<file path="config.mk">
export PLATFORM = sky130hd
export DESIGN_NAME = sqe_heartbeat_gen
export DESIGN_NICKNAME = d
export VERILOG_FILES = /design/src/rtl/sqe_heartbeat_gen.sv
export SDC_FILE = /design/constraint.sdc
export NUM_CORES = 1
export LEC_CHECK = 0
export BUFFER_PORTS_ARGS = -buffer_cell sky130_fd_sc_hd__clkbuf_2
export CAP_MARGIN = 20
export CORE_AREA = 5 5 42 44
export CTS_BUF_LIST = sky130_fd_sc_hd__clkbuf_8
export DETAILED_ROUTE_END_ITERATION = 10
export DIE_AREA = 0 0 47 49
export PLACE_DENSITY = 0.61
export SYNTH_ARGS = -nofsm -noshare
export SYNTH_HDL_FRONTEND = slang
export SYNTH_SLANG_ARGS = --single-unit
</file>
<file path="constraint.sdc">
create_clock -name clk -period 2.9 [get_ports clk]
set_input_delay 0.145 -clock clk [delete_from_list [all_inputs] [get_ports clk]]
set_output_delay 0.145 -clock clk [all_outputs]
set_load 0.01 [all_outputs]
</file>
<file path="src/rtl/sqe_heartbeat_gen.sv">
module sqe_heartbeat_gen #(
  parameter int GAP_CYCLES   = 25,
  parameter int PULSE_CYCLES = 25
) (
  input  logic clk,
  input  logic rst,
  input  logic tx_en,
  input  logic mode_10m,
  input  logic sqe_inhibit,
  input  logic rptr_mode,
  input  logic col_in,
  input  logic col_test,
  output logic col_out
);

  localparam int MAXC = (GAP_CYCLES > PULSE_CYCLES) ? GAP_CYCLES : PULSE_CYCLES;
  localparam int CW   = $clog2(MAXC + 1);
  localparam logic [CW-1:0] GAP_LAST   = CW'(GAP_CYCLES - 1);
  localparam logic [CW-1:0] PULSE_LAST = CW'(PULSE_CYCLES - 1);

  typedef enum logic [1:0] {S_IDLE, S_GAP, S_PULSE} st_t;

  st_t           st;
  logic [CW-1:0] cnt;
  logic          tx_en_q;
  logic          hb;

  wire armed   = mode_10m & ~sqe_inhibit & ~rptr_mode;
  wire tx_fall = tx_en_q & ~tx_en;

  always_ff @(posedge clk) begin
    if (rst) begin
      tx_en_q <= 1'b0;
      st      <= S_IDLE;
      cnt     <= '0;
    end else begin
      tx_en_q <= tx_en;
      if (!armed || tx_en) begin
        st  <= S_IDLE;
        cnt <= '0;
      end else begin
        case (st)
          S_IDLE: if (tx_fall) begin
            st  <= S_GAP;
            cnt <= '0;
          end
          S_GAP: if (cnt == GAP_LAST) begin
            st  <= S_PULSE;
            cnt <= '0;
          end else cnt <= cnt + CW'(1);
          S_PULSE: if (cnt == PULSE_LAST) begin
            st  <= S_IDLE;
            cnt <= '0;
          end else cnt <= cnt + CW'(1);
          default: begin
            st  <= S_IDLE;
            cnt <= '0;
          end
        endcase
      end
    end
  end

  assign hb      = (st == S_PULSE);
  assign col_out = hb | col_in | (col_test & tx_en);

  // reset leaves the sequencer idle
  p_reset_idle_r1: assert property (@(posedge clk) rst |=> (st == S_IDLE && !hb));

  // an armed fall starts the gap with the output quiet
  p_fall_starts_gap_r2: assert property (@(posedge clk) disable iff (rst)
    (armed && tx_fall && st == S_IDLE) |=> (st == S_GAP && cnt == '0 && !hb));

  // the last gap cycle hands over to the pulse
  p_gap_to_pulse_r2: assert property (@(posedge clk) disable iff (rst)
    (st == S_GAP && cnt == GAP_LAST && armed && !tx_en) |=> hb);

  // the pulse ends after its final cycle
  p_pulse_end_r3: assert property (@(posedge clk) disable iff (rst)
    (hb && cnt == PULSE_LAST && armed && !tx_en) |=> !hb);

  // losing the arming conditions removes any heartbeat
  p_disarm_quiet_r8: assert property (@(posedge clk) disable iff (rst)
    !armed |=> (st == S_IDLE));

  // a new transmission abandons the heartbeat
  p_tx_cancel_r7: assert property (@(posedge clk) disable iff (rst)
    tx_en |=> (st == S_IDLE));

  // real collisions always reach the output
  p_col_pass_r9: assert property (@(posedge clk) disable iff (rst)
    col_in |-> col_out);

  // collision test echoes transmit enable
  p_col_test_r10: assert property (@(posedge clk) disable iff (rst)
    (col_test && tx_en) |-> col_out);

endmodule

</file>
==> results of run 1 <==
[flip-flops by register name (all words and copies together), names as in the netlist]
register / count
cnt: 5
st: 2
tx_en_q: 1
[how the worst max path moves through the flow]
stage / from / endpoint / slack [ns]
6_report: st[0]$_SDFFE_PP0P_ / st[1]$_SDFFE_PP0P_ / 1.30
5_1_grt: st[0]$_SDFFE_PP0P_ / st[1]$_SDFFE_PP0P_ / 1.19
4_1_cts: st[0]$_SDFFE_PP0P_ / st[1]$_SDFFE_PP0P_ / 1.29
3_5_place_dp: st[0]$_SDFFE_PP0P_ / st[1]$_SDFFE_PP0P_ / 1.30
3_3_place_gp: st[0]$_SDFFE_PP0P_ / st[1]$_SDFFE_PP0P_ / 1.31
2_1_floorplan: st[0]$_SDFFE_PP0P_ / st[0]$_SDFFE_PP0P_ / 1.40
[per-layer routing]
metal	track usage	vias to the layer above	wire length, um
met5	0	-	0
met4	0.02765	0	11
met3	0.05535	2	75
met2	0.1425	16	400
met1	0.1167	181	380
li1	-	218	-
[final cells by class]
cell class,count,area (um^2),share of cell area
Tap cell,16,20.02,0.03471
Sequential cell,8,160.2,0.2777
Inverter,4,15.01,0.02603
Multi-Input combinational cell,44,300.3,0.5206
Timing Repair Buffer,8,40.04,0.06941
Clock buffer,3,41.29,0.07158
[power by group]
part / switching (mW) / internal (mW)
registers: 0.000270 / 0.111
logic: 0.00610 / 0.00740
clock network: 0.0470 / 0.0902
[cells by family (layout without fill, tap and decap cells)]
kind of cell,after synthesis,count (layout)
buffers and inverters,5,15
AOI/OAI and AO/OA,8,8
adders and majority gates,7,7
DFF,8,8
muxes,2,2
and+or+nand+nor,27,27
[synthesized netlist by cell type (all sizes together)]
cell type  number
and2            2
ha              7
nor2            4
dfxtp           8
a31oi           2
o21ai           1
inv             4
or2             1
nand2           5
or4             1
a211o           1
nor2b           2
nand2b          2
nand4b          2
clkbuf          1
a22oi           1
mux2i           2
a21oi           3
nand3           8
[through the flow]
stage / total power [mW] / util / cells / hold WS [ns] / setup slack, ns
2_1_floorplan: 0.1204 / - / 57 / 0.2166 / 1.402
3_3_place_gp: 0.1270 / 0.3821 / 80 / 0.3165 / 1.313
3_5_place_dp: 0.1272 / 0.3821 / 80 / 0.3172 / 1.298
4_1_cts: 0.2654 / 0.4116 / 83 / 0.07514 / 1.291
5_1_grt: 0.2747 / 0.4116 / 83 / 0.07139 / 1.190
6_report: 0.2622 / 0.4116 / 83 / 0.07887 / 1.304
[critical path: cells and delay by family, from the launching register on]
kind                     cells  cell delay [ns]
AO/OA/AOI/OAI                1             0.26
buffers and inverters        1             0.09
flip-flops                   1             0.36
AND/OR/NAND/NOR              2             0.32
adder cells (fa/ha/maj)      1             0.21
multiplexers                 1             0.23
==> impl_metrics.ini, run 1 <==
[sta]
fin_setup_tns_ns = 0
max_clock_freq_ghz = 0.6264
final_max_slew_viol_count = 0
tightest_slew_ns = 0.2886
final.period_utilization = 0.5505
slew_headroom = 0.8076
setup_viol = 0
hold_viol = 0
unrepaired_setup_endpoints_after_global_routing = no
period_needed_ns = 1.596
finalClockSkew_ns = 0.002861

[synth]
synth_cell_types = 19
syn-num-nets = 72
synth-seq-cells = 8
syn_inst = 57
yosys-mux-area-fraction = 0.04167
post_synth_and_or_nand_nor_area_fraction = 0.2969
yosysSeqAreaShare = 0.3333
synth_compound_area_frac = 0.1042
post-synth-top-area-cell = sky130_fd_sc_hd__dfxtp_1
synth-warning-count = 0
synthesis.area_um2 = 480.5
yosys.area_share.xor_xnor = 0
netlist.area_leader.share = 0.3333
main_combinational_cell_family_by_area_after_synthesis = simple AND/OR/NAND/NOR gates
synth_adder_area_share = 0.1823
syn_area_per_cell_um2 = 8.429
netlist_top_cells_area = sky130_fd_sc_hd__dfxtp_1 (33%), sky130_fd_sc_hd__ha_1 (18%), sky130_fd_sc_hd__nand3_1 (8.3%), sky130_fd_sc_hd__mux2i_1 (4.2%), sky130_fd_sc_hd__nand2_1 (3.9%)

[finish]
area_delta_synth_final_pct = 20.05
antenna_cells = 0
final_net_count = 84
drive_above_1_share = 0.1940
postLayoutCellArea_um2 = 576.8
fillers = 147
layout.cells.most_common_list = sky130_fd_sc_hd__nand3_1 (8), sky130_fd_sc_hd__dfxtp_1 (8), sky130_fd_sc_hd__clkbuf_2 (8), sky130_fd_sc_hd__ha_1 (7), sky130_fd_sc_hd__nand2_1 (5)

[setup_path]
path_cells = inv_1 > ha_1 > or2_2 > a22oi_1 > mux2i_1 > nor2_1
cpPeakStageDelay_ns = 0.36
critPathLaunchType = flip-flop
worst_path_max_delay_cell = sky130_fd_sc_hd__dfxtp_1
crit_required_ns = 3.01
critical_path.reg2reg.startpoint = st[0]$_SDFFE_PP0P_
worst-r2r-setup-slack_ns = 1.30
timing.critical_path.to_type = flip-flop
critical_path_peak_fanout = 4
r2r_end = st[1]$_SDFFE_PP0P_
worst_r2r_path_depth = 6
cp_data_arrival_time_ns = 1.71
setup.worst_path.class = reg2reg

[detailed_routing]
drt_first_pass_iters = 4
avgViaCountPerCell = 5.024
ant_nets = 0
wirelength_um = 868
routed_wire_length_per_instance_um = 10.46
vias = 417
drc_violations_left = 0
drt_iter0_markers = 14

[grt]
grt-ovfl-total = 0
total_global_routing_track_utilization = 0.09655
grt_antenna_before_repair = 0
grt_pass1_wl_um = 1600
grt_max_degree = 8
vias_in_the_first_global_route = 404

[clock_network]
number_of_clock_buffers_inserted_by_tritoncts = 3
cts_buffer_depth = 2
cts.sinks = 8
clk_latency_ns = 0.23
path_clk_slew_ns = 0.04
cts_hold_buffers = 0
htree_levels = 1
clock_tree_from_tritoncts = built
post-cts-setup-buffer-count = 0
clockRootBuffer = sky130_fd_sc_hd__clkbuf_8
ctsResizeCount = 0

[min_path]
worst_hold_path_type = in2reg
worstHoldEndpoint = tx_en_q$_SDFF_PP0_
min_delay_path_depth = 2
holdCritStartpoint = rst

[placed_design]
postPlaceCellArea_um2 = 535.5
portBuffers = 8
place.gp.congestion = 0.7294
place_hpwl_um = 679.3

[die]
rows = 14
core_area_um2 = 1401
die_w_um = 47
design.portCount = 9
start_util = 0.3429
design.die.area_um2 = 2303
die_height_um = 49

[flow_run]
number_of_max_capacitance_violations_reported = 0

[power_and_ir_drop]
cellPowerDensity_nw_per_um2 = 454.6
power.ir.vdd_worst_v = 0.0002335
leakagePower_nw = 0.2260

[status]
outcome = completed
Power figures use the tool's default switching activity.
==> run 2, diff against run 1 <==
==> constraint.sdc (replaced) <==
create_clock -name clk -period 1.5 [get_ports clk]
set_input_delay 0.075 -clock clk [delete_from_list [all_inputs] [get_ports clk]]
set_output_delay 0.075 -clock clk [all_outputs]
set_load 0.01 [all_outputs]
==> impl_metrics.ini, run 2 (synthesis results as in run 1) <==
[status]
outcome = completed

[placed_design]
number_of_placed_cells_counting_well_taps = 85
place.gp.congestion = 0.7728
pre_cts_ws_ns = -0.1359
portBuffers = 8
postPlaceCellArea_um2 = 573.1
place_hpwl_um = 758.8

[setup_path]
r2r_end = st[0]$_SDFFE_PP0P_
setup.worst_path.class = reg2reg
timing.critical_path.to = st[0]$_SDFFE_PP0P_
critical_path.reg2reg.startpoint = st[1]$_SDFFE_PP0P_
worst_r2r_path_depth = 6
worst-r2r-setup-slack_ns = 0.09
timing.critical_path.to_type = flip-flop
cp_data_arrival_time_ns = 1.52
crit_required_ns = 1.61
critPathLaunchType = flip-flop
critical_path_peak_fanout = 3
worstSetupStartpoint = st[1]$_SDFFE_PP0P_

[sta]
tightest_slew_ns = 0.2648
fin_setup_tns_ns = 0
slew_headroom = 0.8234
final_critical_path_setup_slack_ns = 0.08962
final_max_slew_viol_count = 0
hold_viol = 0
finalClockSkew_ns = 0.0006659
max_clock_freq_ghz = 0.7090
period_needed_ns = 1.410
final.period_utilization = 0.9403
setup_viol = 0
fin_worst_hold_slack_ns = 0.008008

[detailed_routing]
routed_wire_length_per_instance_um = 11.40
vias = 449
avgViaCountPerCell = 5.102
drc_violations_left = 0
wirelength_um = 1003
drt_first_pass_iters = 4
ant_nets = 0
drt_iter0_markers = 9

[finish]
area_delta_synth_final_pct = 34.11
postLayoutCellArea_um2 = 644.4
antenna_cells = 0
fin_cells = 88
registers.top_by_ff_count = cnt
final_net_count = 89
layout.cells.most_common_list = sky130_fd_sc_hd__nand3_1 (8), sky130_fd_sc_hd__clkbuf_2 (8), sky130_fd_sc_hd__ha_1 (6), sky130_fd_sc_hd__dfxtp_1 (6)
utilization_of_the_core_after_routing = 0.4598
flip_flop_count_of_the_largest_register_all_copies_and_words_added = 5
reg.largest.list = cnt: 5 flops, st: 2 flops, tx_en_q: 1 flops
fillers = 138
drive_above_1_share = 0.3472

[clock_network]
cts_buffer_depth = 2
cts.sinks = 8
path_clk_slew_ns = 0.04
cts_hold_buffers = 0
clock_tree_from_tritoncts = built
htree_levels = 1
number_of_clock_buffers_inserted_by_tritoncts = 3
clockRootBuffer = sky130_fd_sc_hd__clkbuf_8
clk_latency_ns = 0.23

[power_and_ir_drop]
totalPowerFinal_uw = 501.1
cellPowerDensity_nw_per_um2 = 777.7
leakagePower_nw = 0.2543
power.ir.vdd_worst_v = 0.0007499

[die]
die_height_um = 49
design.die.area_um2 = 2303
rows = 14
start_util = 0.3429
design.portCount = 9
die_w_um = 47
core_area_um2 = 1401

[grt]
total_global_routing_track_utilization = 0.1056
grt_antenna_before_repair = 0
grt-ovfl-total = 0
grt_max_degree = 8
grt_pass1_wl_um = 1662
vias_in_the_first_global_route = 423

[min_path]
worst_hold_path_type = in2reg

[flow_run]
number_of_max_capacitance_violations_reported = 0
-- run 2: cell types whose count changed in the layout (fill, tap and decap cells not counted), moves of 2 or more --
cell,delta
sky130_fd_sc_hd__buf_4,+5
sky130_fd_sc_hd__dfxtp_1,-2
sky130_fd_sc_hd__dfxtp_4,+2
sky130_fd_sc_hd__inv_1,-2
sky130_fd_sc_hd__inv_2,+2
-- run 2: power by group --
part | switching, mW | internal (mW) | total [mW]
Clock | 0.0873 | 0.174 | 0.261
Sequential | 0.000413 | 0.212 | 0.212
Combinational | 0.0125 | 0.0153 | 0.0278
-- run 2: area by class of cell --
type / count / area, um^2 / area share
flip-flops and latches: 8 / 167.7 / 0.2602
well taps: 16 / 20.02 / 0.03107
inverters: 4 / 15.01 / 0.02330
repair buffers: 13 / 77.57 / 0.1204
clock buffers: 3 / 41.29 / 0.06408
multi-input cells: 44 / 322.8 / 0.5010
-- run 2: how the worst min path moves through the flow --
stage / startpoint / end / slack (ns) / cells past startpoint
2_1_floorplan: rst / tx_en_q$_SDFF_PP0_ / 0.15 / 1
3_3_place_gp: rst / tx_en_q$_SDFF_PP0_ / 0.25 / 2
3_5_place_dp: rst / tx_en_q$_SDFF_PP0_ / 0.25 / 2
4_1_cts: rst / tx_en_q$_SDFF_PP0_ / 0.008 / 2
5_1_grt: rst / tx_en_q$_SDFF_PP0_ / 0.001 / 2
6_report: rst / tx_en_q$_SDFF_PP0_ / 0.008 / 2
-- run 2: worst max-delay path, stage by stage, from the launching register on --
cell                      delay, ns
sky130_fd_sc_hd__dfxtp_4       0.36
sky130_fd_sc_hd__inv_2         0.04
sky130_fd_sc_hd__ha_1          0.17
sky130_fd_sc_hd__or2_4         0.25
sky130_fd_sc_hd__a22oi_2       0.20
sky130_fd_sc_hd__mux2i_1       0.23
sky130_fd_sc_hd__nor2_1        0.05
-- run 2: timing repair --
action / 4_1_cts / 5_1_grt
endpoints found under the setup margin: 3 / 6
pin swaps: 1 / 1
resized for setup: 4 / 7
buffers inserted: 0 / 0
endpoints found under the hold margin: 0 / 0
-- run 2: routing by layer --
metal  global-route usage  vias to the layer above  routed length [um]
met2               0.1516                       14                 474
li1                     -                      227                   -
met4              0.08295                        0                  39
met1               0.1165                      204                 428
met5                    0                        -                   0
met3              0.04428                        4                  60
==> run 3, diff against run 2 <==
--- a/config.mk
+++ b/config.mk
@@ -11,7 +11,6 @@
 export CTS_BUF_LIST = sky130_fd_sc_hd__clkbuf_8
 export DETAILED_ROUTE_END_ITERATION = 10
 export DIE_AREA = 0 0 47 49
-export PLACE_DENSITY = 0.61
 export SYNTH_ARGS = -nofsm -noshare
 export SYNTH_HDL_FRONTEND = slang
 export SYNTH_SLANG_ARGS = --single-unit
==> constraint.sdc (replaced) <==
create_clock -name clk -period 1.5 [get_ports clk]
set_input_delay 0.075 -clock clk [delete_from_list [all_inputs] [get_ports clk]]
set_output_delay 0.075 -clock clk [all_outputs]
set_load 0.05 [all_outputs]
==> impl_metrics.ini, run 3 (synthesis results as in run 1) <==
[sta]
max_clock_freq_ghz = 0.6945
finalClockSkew_ns = 0.001941
slew_headroom = 0.8328
hold_viol = 0
final.period_utilization = 0.9599
setup_viol = 0
final_critical_path_setup_slack_ns = 0.06018
tightest_slew_ns = 0.2508
final_max_slew_viol_count = 0
fin_setup_tns_ns = 0
period_needed_ns = 1.440

[die]
rows = 14
start_util = 0.3429
core_area_um2 = 1401
design.portCount = 9
die_height_um = 49
die_w_um = 47
design.die.area_um2 = 2303

[clock_network]
cts_buffer_depth = 2
clockRootBuffer = sky130_fd_sc_hd__clkbuf_8
number_of_clock_buffers_inserted_by_tritoncts = 3
path_clk_slew_ns = 0.04
cts_hold_buffers = 0
htree_levels = 1
clk_latency_ns = 0.23
clock_tree_from_tritoncts = built
cts.sinks = 8
post-cts-setup-buffer-count = 0

[setup_path]
path_cells = inv_2 > ha_4 > buf_4 > a211o_2 > clkbuf_8
crit_required_ns = 1.42
cp_data_arrival_time_ns = 1.36
setup.worst_path.class = reg2out
timing.critical_path.to_type = output pin
worst_r2r_path_depth = 6
worstSetupStartpoint = st[0]$_SDFFE_PP0P_
critical_path.reg2reg.startpoint = st[1]$_SDFFE_PP0P_
crit_family = buffers and inverters
critPathLaunchType = flip-flop
timing.critical_path.to = col_out
critical_path_peak_fanout = 4
cpPeakStageDelay_ns = 0.35
timing.critical_path.depth = 5
worst_path_max_delay_cell = sky130_fd_sc_hd__dfxtp_2
r2r_end = st[0]$_SDFFE_PP0P_
critical_path.n_buffers_inverters = 3
worst-r2r-setup-slack_ns = 0.09

[detailed_routing]
ant_nets = 0
drc_violations_left = 0
wirelength_um = 1035
routed_wire_length_per_instance_um = 11.76
vias = 433
drt_first_pass_iters = 4
avgViaCountPerCell = 4.920
drt_iter0_markers = 3

[power_and_ir_drop]
power.ir.vdd_worst_v = 0.0004847
cellPowerDensity_nw_per_um2 = 794.4
leakagePower_nw = 0.2572

[min_path]
worst_hold_path_type = in2reg
min_delay_path_depth = 2

[flow_run]
number_of_max_capacitance_violations_reported = 0

[grt]
grt_pass1_wl_um = 1607
grt-ovfl-total = 0
grt_max_degree = 8
grt_antenna_before_repair = 0
vias_in_the_first_global_route = 395
total_global_routing_track_utilization = 0.1001

[finish]
reg.largest.list = cnt: 5 flops, st: 2 flops, tx_en_q: 1 flops
area_delta_synth_final_pct = 35.42
registers.top_by_ff_count = cnt
drive_above_1_share = 0.3472
flip_flop_count_of_the_largest_register_all_copies_and_words_added = 5
final_common_cell = sky130_fd_sc_hd__nand3_1
layout.cells.most_common_list = sky130_fd_sc_hd__nand3_1 (8), sky130_fd_sc_hd__clkbuf_2 (7), sky130_fd_sc_hd__ha_1 (6), sky130_fd_sc_hd__dfxtp_1 (6)
antenna_cells = 0
final_net_count = 89

[status]
outcome = completed

[placed_design]
portBuffers = 8
place_hpwl_um = 757.2
pre_cts_ws_ns = -0.09876
place.gp.congestion = 0.7486
==> run 3: cell counts in the layout (fill, tap and decap cells not counted) <==
Identical to the previous run, type by type.
==> run 3: per-stage QoR <==
| stage | total power [mW] | area (um^2) | instances | util | hold WS (ns) |
|---|---|---|---|---|---|
| after global routing | 0.5410 | 650.6 | 88 | 0.4643 | 0.01601 |
| after floorplan | 0.2383 | 480.5 | 57 | - | 0.1466 |
| after CTS | 0.5197 | 629.4 | 88 | 0.4491 | 0.009278 |
| final | 0.5168 | 650.6 | 88 | 0.4643 | 0.008797 |
| after detailed placement | 0.2516 | 573.1 | 85 | 0.4089 | 0.2511 |
| after global placement | 0.2511 | 573.1 | 85 | 0.4089 | 0.2460 |
==> run 3: layout make-up <==
type / instances / area (um^2)
Fill cell: 138 / 750.7
Inverter: 4 / 15.01
Sequential cell: 8 / 165.2
Timing Repair Buffer: 13 / 86.33
Tap cell: 16 / 20.02
Multi-Input combinational cell: 44 / 322.8
Clock buffer: 3 / 41.29
==> run 3: worst register-to-register path, cell delays in order, from the launching register on <==
cell,delay (ns)
sky130_fd_sc_hd__dfxtp_4,0.36
sky130_fd_sc_hd__inv_2,0.04
sky130_fd_sc_hd__ha_1,0.16
sky130_fd_sc_hd__or2_4,0.24
sky130_fd_sc_hd__a22oi_2,0.21
sky130_fd_sc_hd__mux2i_1,0.22
sky130_fd_sc_hd__nor2_1,0.05
==> run 3: power by group <==
part / internal, mW / switching [mW]
Clock: 0.174 / 0.0918
Sequential: 0.213 / 0.000425
Combinational: 0.0180 / 0.0188
Total: 0.406 / 0.111
==> run 3: what timing repair did <==
action,CTS,global route
endpoints found under the setup margin,3,7
gates resized for setup,4,8
endpoints found under the hold margin,0,0
pin swaps,1,1
==> run 3: how the worst min path moves through the flow <==
| stage | startpoint | endpoint | slack (ns) |
|---|---|---|---|
| floorplan | rst | tx_en_q$_SDFF_PP0_ | 0.15 |
| global placement | rst | tx_en_q$_SDFF_PP0_ | 0.25 |
| detailed placement | rst | tx_en_q$_SDFF_PP0_ | 0.25 |
| CTS | rst | tx_en_q$_SDFF_PP0_ | 0.009 |
| global route | rst | tx_en_q$_SDFF_PP0_ | 0.02 |
| finish | rst | tx_en_q$_SDFF_PP0_ | 0.009 |
==> run 3: routing by layer <==
metal | part of all wire | GRT usage | routed length (um) | vias to the layer above
li1 | - | - | - | 228
met4 | 0.028 | 0.06912 | 29 | 0
met3 | 0.072 | 0.03690 | 75 | 3
met1 | 0.46 | 0.1214 | 472 | 188
met5 | 0 | 0 | 0 | -
met2 | 0.44 | 0.1403 | 459 | 14
